**config.mk**
```make
export PLATFORM = sky130hd
export DESIGN_NAME = qdec_counter
export DESIGN_NICKNAME = d
export VERILOG_FILES = /design/src/rtl/qdec_pkg.sv /design/src/rtl/qdec_phase_filter.sv /design/src/rtl/qdec_step_decode.sv /design/src/rtl/qdec_position.sv /design/src/rtl/qdec_counter.sv
export SDC_FILE = /design/constraint.sdc
export NUM_CORES = 1
export LEC_CHECK = 0
export BUFFER_PORTS_ARGS = -buffer_cell sky130_fd_sc_hd__buf_2
export CORE_UTILIZATION = 45
export DETAILED_ROUTE_END_ITERATION = 16
export GPL_TIMING_DRIVEN = 0
export MAX_ROUTING_LAYER = met4
export SYNTH_ARGS = -nofsm -noshare
export SYNTH_HDL_FRONTEND = slang
export SYNTH_SLANG_ARGS = --single-unit
```
**constraint.sdc**
```tcl
create_clock -name clk -period 7 [get_ports clk]
set_clock_uncertainty 0.05 [all_clocks]
set_input_delay 1.75 -clock clk [delete_from_list [all_inputs] [get_ports clk]]
set_output_delay 1.75 -clock clk [all_outputs]
set_load 0.02 [all_outputs]
```
**src/rtl/qdec_pkg.sv**
```systemverilog
package qdec_pkg;

  typedef enum logic [1:0] {
    MODE_X4  = 2'b00,
    MODE_X2  = 2'b01,
    MODE_X1  = 2'b10,
    MODE_OFF = 2'b11
  } qd_mode_e;

  typedef struct packed {
    logic valid;
    logic up;
  } qd_step_t;

  // Gray successor of {A,B} when A leads B
  function automatic logic [1:0] qd_next_up(input logic [1:0] s);
    return {~s[0], s[1]};
  endfunction

  // Gray successor of {A,B} when B leads A
  function automatic logic [1:0] qd_next_dn(input logic [1:0] s);
    return {s[0], ~s[1]};
  endfunction

  // Decide whether prev->curr is a counted step in mode m
  function automatic qd_step_t qd_classify(input logic [1:0] prev,
                                           input logic [1:0] curr,
                                           input qd_mode_e m);
    qd_step_t r;
    logic is_up, is_dn, a_moved, b_low;
    is_up   = (curr == qd_next_up(prev));
    is_dn   = (curr == qd_next_dn(prev));
    a_moved = prev[1] ^ curr[1];
    b_low   = ~prev[0] & ~curr[0];
    r.up    = is_up;
    unique case (m)
      MODE_X4:  r.valid = is_up | is_dn;
      MODE_X2:  r.valid = (is_up | is_dn) & a_moved;
      MODE_X1:  r.valid = (is_up | is_dn) & a_moved & b_low;
      default:  r.valid = 1'b0;
    endcase
    return r;
  endfunction

  function automatic logic [31:0] qd_step_count(input logic [31:0] cnt,
                                                input logic up);
    return up ? cnt + 32'd1 : cnt - 32'd1;
  endfunction

endpackage

```
**src/rtl/qdec_phase_filter.sv**
```systemverilog
module qdec_phase_filter #(
  parameter int SYNC_STAGES = 2,
  parameter int FILT_LEN    = 3
) (
  input  logic clk,
  input  logic rst_n,
  input  logic raw,
  output logic filt
);
  localparam int HIST_W = FILT_LEN - 1;

  logic [SYNC_STAGES-1:0] sync_q;
  logic [HIST_W-1:0]      hist_q;
  logic [FILT_LEN-1:0]    window;

  assign window = {hist_q, sync_q[SYNC_STAGES-1]};

  always_ff @(posedge clk or negedge rst_n) begin
    if (!rst_n) begin
      sync_q <= '0;
      hist_q <= '0;
      filt   <= 1'b0;
    end else begin
      sync_q <= {sync_q[SYNC_STAGES-2:0], raw};
      hist_q <= window[HIST_W-1:0];
      if (&window)
        filt <= 1'b1;
      else if (~|window)
        filt <= 1'b0;
    end
  end
endmodule

```
**src/rtl/qdec_step_decode.sv**
```systemverilog
module qdec_step_decode
  import qdec_pkg::*;
(
  input  logic       clk,
  input  logic       rst_n,
  input  logic [1:0] ab,
  input  logic [1:0] mode,
  output logic       step_evt,
  output logic       step_up
);
  logic [1:0] prev_q;
  qd_step_t   step;

  always_comb step = qd_classify(prev_q, ab, qd_mode_e'(mode));

  assign step_evt = step.valid;
  assign step_up  = step.up;

  always_ff @(posedge clk or negedge rst_n) begin
    if (!rst_n) prev_q <= 2'b00;
    else        prev_q <= ab;
  end
endmodule

```
**src/rtl/qdec_position.sv**
```systemverilog
module qdec_position
  import qdec_pkg::*;
#(
  parameter int CNT_W = 32
) (
  input  logic             clk,
  input  logic             rst_n,
  input  logic             step_evt,
  input  logic             step_up,
  output logic             cnt_pulse,
  output logic             cnt_up,
  output logic [CNT_W-1:0] position
);
  logic pend_q;

  always_ff @(posedge clk or negedge rst_n) begin
    if (!rst_n) begin
      pend_q    <= 1'b0;
      cnt_up    <= 1'b0;
      cnt_pulse <= 1'b0;
      position  <= '0;
    end else begin
      pend_q    <= step_evt;
      cnt_pulse <= pend_q;
      if (step_evt) cnt_up <= step_up;
      if (pend_q)
        position <= CNT_W'(qd_step_count(32'(position), cnt_up));
    end
  end
endmodule

```
**src/rtl/qdec_counter.sv**
```systemverilog
module qdec_counter #(
  parameter int CNT_W       = 32,
  parameter int SYNC_STAGES = 2,
  parameter int FILT_LEN    = 3
) (
  input  logic             clk,
  input  logic             rst_n,
  input  logic             phase_a,
  input  logic             phase_b,
  input  logic [1:0]       mode,
  output logic             cnt_pulse,
  output logic             cnt_up,
  output logic [CNT_W-1:0] position
);
  localparam int NPH = 2;

  logic [NPH-1:0] raw_ab;
  logic [NPH-1:0] filt_ab;
  logic           step_evt;
  logic           step_up;

  assign raw_ab = {phase_a, phase_b};

  for (genvar g = 0; g < NPH; g++) begin : g_phase
    qdec_phase_filter #(
      .SYNC_STAGES(SYNC_STAGES),
      .FILT_LEN   (FILT_LEN)
    ) u_filt (
      .clk  (clk),
      .rst_n(rst_n),
      .raw  (raw_ab[g]),
      .filt (filt_ab[g])
    );
  end

  qdec_step_decode u_dec (
    .clk     (clk),
    .rst_n   (rst_n),
    .ab      (filt_ab),
    .mode    (mode),
    .step_evt(step_evt),
    .step_up (step_up)
  );

  qdec_position #(.CNT_W(CNT_W)) u_pos (
    .clk      (clk),
    .rst_n    (rst_n),
    .step_evt (step_evt),
    .step_up  (step_up),
    .cnt_pulse(cnt_pulse),
    .cnt_up   (cnt_up),
    .position (position)
  );
endmodule

```
# After elaboration in Yosys (flattened, before gate mapping)

Index checks and enable logic that the tools add are counted.

Mux-type cells: 6
Shift-type cells: 0
Add/subtract/negate cells: 2
$mul: 0
Reductions and logical operators: 5
$lt $le $gt $ge: 0
Bitwise operators: 8
Equality and inequality tests: 6
Div/mod/pow operators: 0

Operator list:

| operator                                                             | number |
|---|---|
| 32-bit by 1-bit adder with 32-bit output, second input constant      | 1 |
| 32-bit 2-to-1 mux                                                    | 1 |
| 32-bit by 1-bit subtractor with 32-bit output, second input constant | 1 |
| 3-bit AND reduction                                                  | 2 |
| 3-bit OR reduction                                                   | 2 |
| 2-bit == test                                                        | 2 |
| 1-bit 2-to-1 mux                                                     | 4 |
| 2-bit by 1-bit != test with 1-bit output, second input constant      | 2 |
| 1-bit AND                                                            | 3 |
| 1-bit NOT                                                            | 3 |
| 1-bit one-hot mux with 3 select lines                                | 1 |
| 2-bit by 1-bit == test with 1-bit output, second input constant      | 1 |
| 2-bit == test, second input constant                                 | 1 |
| 2-bit logical NOT                                                    | 1 |
| 1-bit OR                                                             | 1 |
| 1-bit XOR                                                            | 1 |

Memory bits (writable): 0
ROM bits: 0
Word-level logic and storage cells: 38
Bits in latches: 0
Output and inout port bits: 34
Memories kept: 0
Flip-flop bits (word level): 47

# Longest topological paths before layout

Gate-level depths: netlist (run 1).

Depth after elaboration: 6
Gate-level depth with buffers: 10
Mapped depth without buffers: 9

# Hierarchy

A second synthesis (run 1) with hierarchy kept.

Cell total of the unflattened synthesis: 356
Area, all modules: 3355.7 um^2

Modules (own cells, without submodules):

| module            | cells each | instances | area each (um^2) | seq. area each (um^2) |
|---|---|---|---|---|
| qdec_position     | 326        | 1         | 2951.6           | 875.8 |
| qdec_phase_filter | 9          | 2         | 143.9            | 125.1 |
| qdec_step_decode  | 12         | 1         | 116.4            | 50.0 |

# Worst setup path after synthesis (run 1)

No wires, ideal clock.

Kind: register -> register
Start point: register u_pos.cnt_up
End point: register u_pos.position[25]
Required time: 6.824 ns
Period minus slack after synthesis: 3.251 ns
Data arrival time: 3.075 ns
Path slack: 3.749 ns
Stages on the path, launching flop included: 10
Buffers on the path: 0
Cells stage by stage: dfrtp_1 > inv_1 > ha_1 > and2_4 > and3_1 > a2111oi_1 > nor3_1 > a21o_4 > a31o_1 > a221o_1

Longest elaborated chain between the ends: 1

RTL lines:

| element                | line                | RTL |
|---|---|---|
| from (decl)            | qdec_position.sv:11 | `output logic cnt_up,` |
| from (signal assigned) | qdec_position.sv:25 | `if (step_evt) cnt_up <= step_up;` |
| 32-bit 2-to-1 mux      | qdec_pkg.sv:47      | `return up ? cnt + 32'd1 : cnt - 32'd1;` |
| to (signal assigned)   | qdec_position.sv:27 | `position <= CNT_W'(qd_step_count(32'(position), cnt_up));` |
| to (decl)              | qdec_position.sv:12 | `output logic [CNT_W-1:0] position` |

No other way between the ends.
A chain may end at the register's enable or synchronous reset.

# Worst setup path in the final report (run 1)

Ends and elaborated chain as after synthesis.

==> metrics.txt, run 1 <==
f_max approximately 270 MHz; Hold EP g_phase[0].u_filt.sync_q[1]$_DFF_PN0_; Ys Warns 0; drt first pass iters 4; GP Congestion 0.8195; gr busiest metal met2; clock-pin slew on the worst setup and hold paths around 0.1 ns; area share of the largest cell type after synthesis 0.3387; WL/cell approximately 15 µm; r2r endpoint u_pos.position[25]$_DFFE_PN0P_; slew margin rel. 0.2356; H-tree depth 2; P&R area growth vs syn 12.54%; Total GRT Usage 0.2016; worst stage delay on the critical path approximately 0.85 ns; Top FF cell, synth dfrtp_1; TritonCTS Buffers 5; critical path's top delay family compound AO/OA/AOI/OAI gates; layout cells sized above 1 0.2039; Remaining DRCs 0; DR iter-0 viols 77; Syn Inst Count ~370; met2 usage 0.3199; CP Buf/Inv Count 2; Post-synth EDFFs 0; input/output buffers 39; startpoint types flop; via/cell ratio approximately 5.6; fraction of registers with async set/reset 1.000; CTS tree built; Post-synth top cells dfrtp_1, a21oi_1, ha_1, nand2_1, mux2_2; largest net degree at the start of global routing between 40 and 50; top post-synthesis cells by area dfrtp_1, ha_1, mux2_2; synthesized area 0.003472 mm²; fin crit period 3.694 ns; ANT cells 0; Max-cap violations 0; Distinct cells, synth slightly below 60; kind of critical path flop to flop; Detailed Place HPWL roughly 5.5 mm; GRT overflow 0; Reg2Reg Depth 10; clock sink count 47; area occupied by multi-input gates between 0.002 and 0.0025 mm²; Worst Path Arrival roughly 3.8 ns; vias in the first global route 2,730; met1 GRT Util 0.2751; fin nets about 450; worst min path class flop to flop; met3 Track Usage GR 0.02623; global-route wire length before repair ~13 mm; register area 0.001176 mm²; Crit. End Element flop; Synth area leader dfrtp_1; final setup violation count 0; Critical Path Fanout Max 31; core area around 0.0074 mm²; worst path cell trace inv_1, ha_1, buf_2, a21oi_1, o21ai_0, a2111oi_1, nor3_1, a21o_4, a31o_1, a221o_1; fill cell total of the finished layout 701; Hold Startpoint g_phase[0].u_filt.sync_q[0]$_DFF_PN0_; Die Area 0.008071 mm²; CTS Hold Bufs 0; Initial Util 0.4711; count leader, synth dfrtp_1; origin of the worst setup path u_pos.cnt_up$_DFFE_PN0P_; Max clock buf depth 2; Layout Utilization 0.5302; DRT Wirelength around 7.5 mm; CTS root buf clkbuf_8; Final Max Tran Viols 0; post-route ant nets 0; initial antenna violation count 0; CP max stage cell inv_1; Clock Latency Late Sink about 0.30 ns; Die Y-Extent 89.84 µm; FF+latch count, synth 47; flop2flop setup slack 3.31 ns; status complete, no violations; Data required, critical path approximately 7 ns; period utilization 0.5277; post-synthesis sequential area ratio 0.3387; Resized Gates After CTS 0; Worst-Margin Slew roughly 1.1 ns; hold depth 0; final hold vios 0; postcts setup bufs 0; I/O Pins 40; Avg Synthesized Cell Area between 9 and 10 µm²; RSZ-0062 raised after global routing no; setup TNS 0 ns; Synth Net Count about 400; Core Rows 31; Worst R2R Start u_pos.cnt_up$_DFFE_PN0P_; detailed-route via count between 2,000 and 3,000; Die Wd ~90 µm
## state kept, by name, summed over array words and instances (netlist names)
| name | flops |
|---|---|
| u_dec.prev_q | 2 |
| u_pos.cnt_pulse | 1 |
| u_pos.cnt_up | 1 |
| g_phase.u_filt.filt | 2 |
| g_phase.u_filt.hist_q | 4 |
| u_pos.pend_q | 1 |
| u_pos.position | 32 |
| g_phase.u_filt.sync_q | 4 |
## routing by layer
layer	up-vias	part of all wire
met5	-	0
li1	1457	-
met4	0	0.0099
met1	1371	0.52
met3	8	0.016
met2	39	0.45
## final cells by class
| cell class | instances | share of cell area |
|---|---|---|
| Clock inverter | 3 | 0.01217 |
| Inverter | 10 | 0.009606 |
| Clock buffer | 5 | 0.01761 |
| Timing Repair Buffer | 39 | 0.04995 |
| Multi-Input combinational cell | 294 | 0.5636 |
| Buffer | 14 | 0.01441 |
| Sequential cell | 47 | 0.3010 |
| Tap cell | 99 | 0.03170 |
## cell families after synthesis
kind of cell             share of synthesized area
AO/OA/AOI/OAI                               0.2400
AND/OR/NAND/NOR                             0.1301
flip-flops                                  0.3387
adder cells (fa/ha/maj)                     0.1139
XOR/XNOR                                   0.07315
buffers and inverters                      0.02702
multiplexers                               0.07712
## through the flow
step / hold slack [ns] / setup slack [ns] / cells / instance area, µm²
finish: 0.3075 / 3.306 / 511 / 3908
global route: 0.3146 / 3.000 / 511 / 3908
CTS: 0.3112 / 3.247 / 511 / 3908
detailed placement: 0.2871 / 3.281 / 503 / 3791
global placement: 0.2858 / 3.314 / 503 / 3791
floorplan: 0.2812 / 3.749 / 365 / 3472
## placed cells by master, fill, tap and decap left out, types with 4 or more instances in the layout
cell type  Yosys  final
a211o_1        4      4
a211oi_1       6      6
a21o_1        13     13
a21oi_1       30     30
a31oi_1        5      5
and2_1         7      7
and3_1         7      7
buf_2          3     42
clkbuf_1      10     10
clkbuf_8       0      5
dfrtp_1       47     47
ha_1          30     30
inv_1          9      9
mux2_2        22     22
nand2_1       25     25
nand3_1        6      6
nand4_1        5      5
nor2_1        17     17
nor2b_1        5      5
nor3_1         7      7
o211ai_1       8      8
o21a_1         6      6
o21ai_0       21     21
xnor2_1       16     16
xor2_1        13     13
## worst reg2reg max path, delay by kind of cell (launching register included)
kind / cells / cell delay, ns
buffers and inverters: 2 / 1.01
AO/OA/AOI/OAI: 6 / 1.52
flip-flops: 1 / 0.46
adder cells (fa/ha/maj): 1 / 0.40
AND/OR/NAND/NOR: 1 / 0.15
## worst max-delay path by stage
stage	endpoint	slack, ns	cells after the start
3_5_place_dp	u_pos.position[25]$_DFFE_PN0P_	3.28	10
2_1_floorplan	u_pos.position[25]$_DFFE_PN0P_	3.75	9
4_1_cts	u_pos.position[25]$_DFFE_PN0P_	3.25	10
3_3_place_gp	u_pos.position[25]$_DFFE_PN0P_	3.31	10
5_1_grt	u_pos.position[25]$_DFFE_PN0P_	3.00	10
6_report	u_pos.position[25]$_DFFE_PN0P_	3.31	10
Power of run 1 is not shown: default switching activity piles up to over one toggle a cycle in this logic, so the estimate is an artifact.
==> inputs of run 2 (changes only) <==
Settings changed: PLACE_DENSITY from default to 0.67.
Clock period 7 ns to 3.3 ns, I/O delays scaled along.
==> metrics.txt, run 2 (synthesis results as in run 1) <==
status complete, no violations; core area about 0.0074 mm²; Crit. End Element flop; Worst R2R Start u_pos.cnt_up$_DFFE_PN0P_; kind of critical path flop to flop; worst path cell trace clkinvlp_4, buf_4, ha_1, buf_2, nand4_1, or4_1, a211oi_1, a21oi_1, a31oi_2, xor2_1, mux2_2; critical path's top delay family simple AND/OR/NAND/NOR gates; via/cell ratio 5.733; max reg flops 32; vias in the first global route approximately 2,800; hold depth 0; Detailed Place HPWL 5.545 mm; Core Rows 31; RSZ-0062 raised after global routing no; fin nets roughly 450; WL/cell ~15 µm; detailed-route via count around 3,000; layout cells sized above 1 0.2249; commonest non-fill, non-tap cells in the layout dfrtp_1, buf_2, a21oi_1, ha_1, nand2_1; fin crit period just over 3 ns; CTS root buf clkbuf_8; Hold EP g_phase[1].u_filt.sync_q[1]$_DFF_PN0_; Worst Path Arrival ~3.3 ns; most flop-heavy register u_pos.position; largest net degree at the start of global routing 48; global-route wire length before repair roughly 13 mm; Max clock buf depth 2; startpoint types flop; worst min path class flop to flop; Initial Util 0.4711; CP max stage cell or4_1; clock-pin slew on the worst setup and hold paths roughly 0.11 ns; period utilization 0.9376; final setup violation count 0; Data required, critical path around 3.5 ns; Remaining DRCs 0; initial antenna violation count 0; H-tree depth 2; P&R area growth vs syn 14.20%; drt first pass iters 5; Die Wd 89.84 µm; Hold Startpoint g_phase[1].u_filt.sync_q[0]$_DFF_PN0_; Critical Path Fanout Max 14; f_max about 320 MHz; GP Congestion about 0.85; Final Max Tran Viols 0; Max-cap violations 0; registers with the most flip-flops u_pos.position: 32 flops, g_phase.u_filt.hist_q: 4 flops, g_phase.u_filt.sync_q: 4 flops; TritonCTS Buffers 5; flop2flop setup slack a little over 0.2 ns; commonest non-fill, non-tap cell in the layout dfrtp_1; final hold vios 0; ANT cells 0; Total GRT Usage 0.2030; GRT overflow 0; r2r endpoint u_pos.position[24]$_DFFE_PN0P_; Reg2Reg Depth 11; CTS tree built; input/output buffers 39; Die Area roughly 0.0081 mm²; worst stage delay on the critical path around 0.53 ns; Die Y-Extent ~90 µm; Clock Latency Late Sink approximately 0.32 ns; post-route ant nets 0; CP Buf/Inv Count 3; clock sink count between 40 and 50; setup TNS 0 ns; Worst-Margin Slew 1.047 ns; I/O Pins 40; DR iter-0 viols about 120; slew margin rel. 0.3020; DRT Wirelength ~7.8 mm
## run 2: changes by cell type in the layout (fill, tap and decap cells not counted), sizes merged
cell      previous run  this run
clkinvlp             0         3
inv                 10         9
buf                 43        49
clkbuf              15        14
clkinv               2         1
## run 2: worst max-delay path by stage
| stage | startpoint | to | slack (ns) | cells after the start |
|---|---|---|---|---|
| global route | u_pos.cnt_up$_DFFE_PN0P_ | u_pos.position[24]$_DFFE_PN0P_ | 0.05 | 11 |
| finish | u_pos.cnt_up$_DFFE_PN0P_ | u_pos.position[24]$_DFFE_PN0P_ | 0.21 | 11 |
| detailed placement | u_pos.cnt_up$_DFFE_PN0P_ | u_pos.position[25]$_DFFE_PN0P_ | -0.38 | 10 |
| CTS | u_pos.cnt_up$_DFFE_PN0P_ | u_pos.position[25]$_DFFE_PN0P_ | 0.03 | 9 |
| global placement | u_pos.cnt_up$_DFFE_PN0P_ | u_pos.position[25]$_DFFE_PN0P_ | -0.34 | 10 |
| floorplan | u_pos.cnt_up$_DFFE_PN0P_ | u_pos.position[25]$_DFFE_PN0P_ | 0.05 | 9 |
## run 2: timing repair
| item | CTS | global route |
|---|---|---|
| gates resized for setup | 2 | 3 |
| setup endpoints to repair | 17 | 16 |
| gates cloned | 1 | 0 |
| buffers inserted | 3 | 3 |
| hold buffers | 0 | 0 |
| hold endpoints to repair | 0 | 0 |
| pin swaps | 0 | 0 |
## run 2: metal layers
| layer | wire [µm] | GRT usage | up-vias |
|---|---|---|---|
| met5 | 0 | - | - |
| met4 | 82 | 0.05055 | 0 |
| met3 | 281 | 0.02453 | 6 |
| met2 | 3716 | 0.3321 | 64 |
| li1 | - | - | 1474 |
| met1 | 3750 | 0.2681 | 1420 |
## run 2: final cells by class
class                      instances  area (µm²)
tap                               99       123.9
sequential                        47        1177
inverter                          10       41.29
multi-input combinational        294        2207
fill                             691        3405
buffer                            13       52.55
clock inverter                     3       46.29
timing repair buffer              45       240.2
timing repair inverter             1       7.507
clock buffer                       5       68.82
## run 2: metrics by stage
stage	setup slack (ns)	instances	utilization	instance area, µm²	hold slack (ns)
floorplan	0.04876	365	-	3472	0.2812
global placement	-0.3447	503	0.5144	3791	0.2829
detailed placement	-0.3785	503	0.5144	3791	0.2873
CTS	0.02597	515	0.5346	3940	0.3109
global route	0.05413	517	0.5380	3965	0.3159
finish	0.2058	517	0.5380	3965	0.3074
Power of run 2 is left out for the same reason.
==> inputs of run 3 (changes only) <==
Settings changed: REMOVE_ABC_BUFFERS from default to 1.
==> metrics.txt, run 3 (synthesis results as in run 1) <==
Max clock buf depth 2; registers with the most flip-flops u_pos.position: 32 flops, g_phase.u_filt.hist_q: 4 flops, g_phase.u_filt.sync_q: 4 flops; worst path cell trace clkinvlp_4, buf_4, buf_4, ha_1, o211ai_1, o21ai_2, o2111a_1, o2111a_2, a21o_4, a31o_1, a221o_1; DRT Wirelength between 7 and 8 mm; worst stage delay on the critical path 0.43 ns; Core Rows 31; gr busiest metal met2; Remaining DRCs 0; status complete, no violations; CP max stage cell dfrtp_2; Worst R2R Start u_pos.cnt_up$_DFFE_PN0P_; CTS Hold Bufs 0; CTS tree built; WL/cell around 15 µm; H-tree depth 2; TritonCTS Buffers 5; global-route wire length before repair 13.15 mm; ANT cells 0; Die Area 0.008071 mm²; Worst-Margin Slew around 1.0 ns; clock sink count 47; RSZ-0062 raised after global routing no; commonest non-fill, non-tap cell in the layout dfrtp_1; worst min path class flop to flop; max reg flops 32; fin crit period around 3.1 ns; fill cell total of the finished layout between 700 and 800; Die Y-Extent 89.84 µm; startpoint types flop; met1 GRT Util 0.2729; drt first pass iters 5; hold depth 0; Clock Latency Late Sink 0.30 ns; post-route ant nets 0; Data required, critical path ~3.5 ns; detailed-route via count approximately 2,900; I/O Pins 40; f_max roughly 320 MHz; kind of critical path flop to flop; setup TNS 0 ns; CTS root buf clkbuf_8; Detailed Place HPWL approximately 5.4 mm; largest net degree at the start of global routing 48; final hold vios 0; slew margin rel. 0.3008; Critical Path Fanout Max 12; DR iter-0 viols roughly 150; Hold Startpoint g_phase[1].u_filt.sync_q[0]$_DFF_PN0_; Max-cap violations 0; r2r endpoint u_pos.position[25]$_DFFE_PN0P_; Hold EP g_phase[1].u_filt.sync_q[1]$_DFF_PN0_; commonest non-fill, non-tap cells in the layout dfrtp_1, buf_2, a21oi_1, ha_1, nand2_1; Die Wd 89.84 µm; initial antenna violation count 0; input/output buffers 39; fin nets 443; layout cells sized above 1 0.2310; GP Congestion between 0.8 and 0.9; via/cell ratio roughly 5.8; flop2flop setup slack around 0.22 ns; most flop-heavy register u_pos.position; Layout Utilization 0.5329; Final Max Tran Viols 0; crit-path most repeated cell buf_4; Total GRT Usage 0.2014; P&R area growth vs syn 13.12%; GRT overflow 0; core area between 0.007 and 0.008 mm²; Initial Util 0.4711; met2 usage 0.3154; vias in the first global route about 2,800; clock-pin slew on the worst setup and hold paths about 0.1 ns; Reg2Reg Depth 11; Worst Path Arrival between 3 and 4 ns; final setup violation count 0; met3 Track Usage GR 0.02707; Crit. End Element flop; period utilization 0.9341
-- run 3: per-stage QoR --
| stage | worst slack, ns | instance area (µm²) | instances | hold WS (ns) |
|---|---|---|---|---|
| after floorplan | 0.04873 | 3416 | 351 | 0.2812 |
| after global placement | -0.4156 | 3735 | 489 | 0.2824 |
| after detailed placement | -0.4047 | 3736 | 489 | 0.2847 |
| after CTS | 0.1081 | 3910 | 504 | 0.3079 |
| after global routing | 0.04569 | 3928 | 506 | 0.3134 |
| final | 0.2173 | 3928 | 506 | 0.3068 |
-- run 3: per-layer routing --
metal | up-vias | wire length [µm]
li1 | 1448 | -
met1 | 1424 | 3692
met2 | 62 | 3586
met3 | 7 | 203
met4 | 0 | 89
met5 | - | 0
-- run 3: area by class of cell --
cell class	instances	area (µm²)	area share
clock buffers	5	68.82	0.01752
repair buffers	47	255.2	0.06499
flip-flops and latches	47	1179	0.3001
multi-input cells	294	2205	0.5613
clock inverters	3	47.55	0.01211
repair inverters	1	7.507	0.001911
well taps	99	123.9	0.03154
inverters	10	41.29	0.01051
-- run 3: worst max path at each step --
stage / slack, ns / endpoint / startpoint / cells past startpoint
floorplan: 0.05 / u_pos.position[25]$_DFFE_PN0P_ / u_pos.cnt_up$_DFFE_PN0P_ / 9
global placement: -0.42 / u_pos.position[24]$_DFFE_PN0P_ / u_pos.cnt_up$_DFFE_PN0P_ / 9
detailed placement: -0.40 / u_pos.position[24]$_DFFE_PN0P_ / u_pos.cnt_up$_DFFE_PN0P_ / 9
CTS: 0.11 / u_pos.position[24]$_DFFE_PN0P_ / u_pos.cnt_up$_DFFE_PN0P_ / 10
global route: 0.05 / u_pos.position[25]$_DFFE_PN0P_ / u_pos.cnt_up$_DFFE_PN0P_ / 11
finish: 0.22 / u_pos.position[25]$_DFFE_PN0P_ / u_pos.cnt_up$_DFFE_PN0P_ / 11
-- run 3: timing repair --
item,in CTS,in global routing
gates resized for setup,3,1
gates cloned,1,0
endpoints found under the setup margin,17,3
buffers inserted,6,2
-- run 3: worst max-delay path: cells and delay by family, from the launching register on --
kind	cells	cell delay [ns]
AOI/OAI and AO/OA	7	1.70
buffers and inverters	3	0.43
DFF	1	0.43
adders and majority gates	1	0.35
Power of run 3 is left out for the same reason.
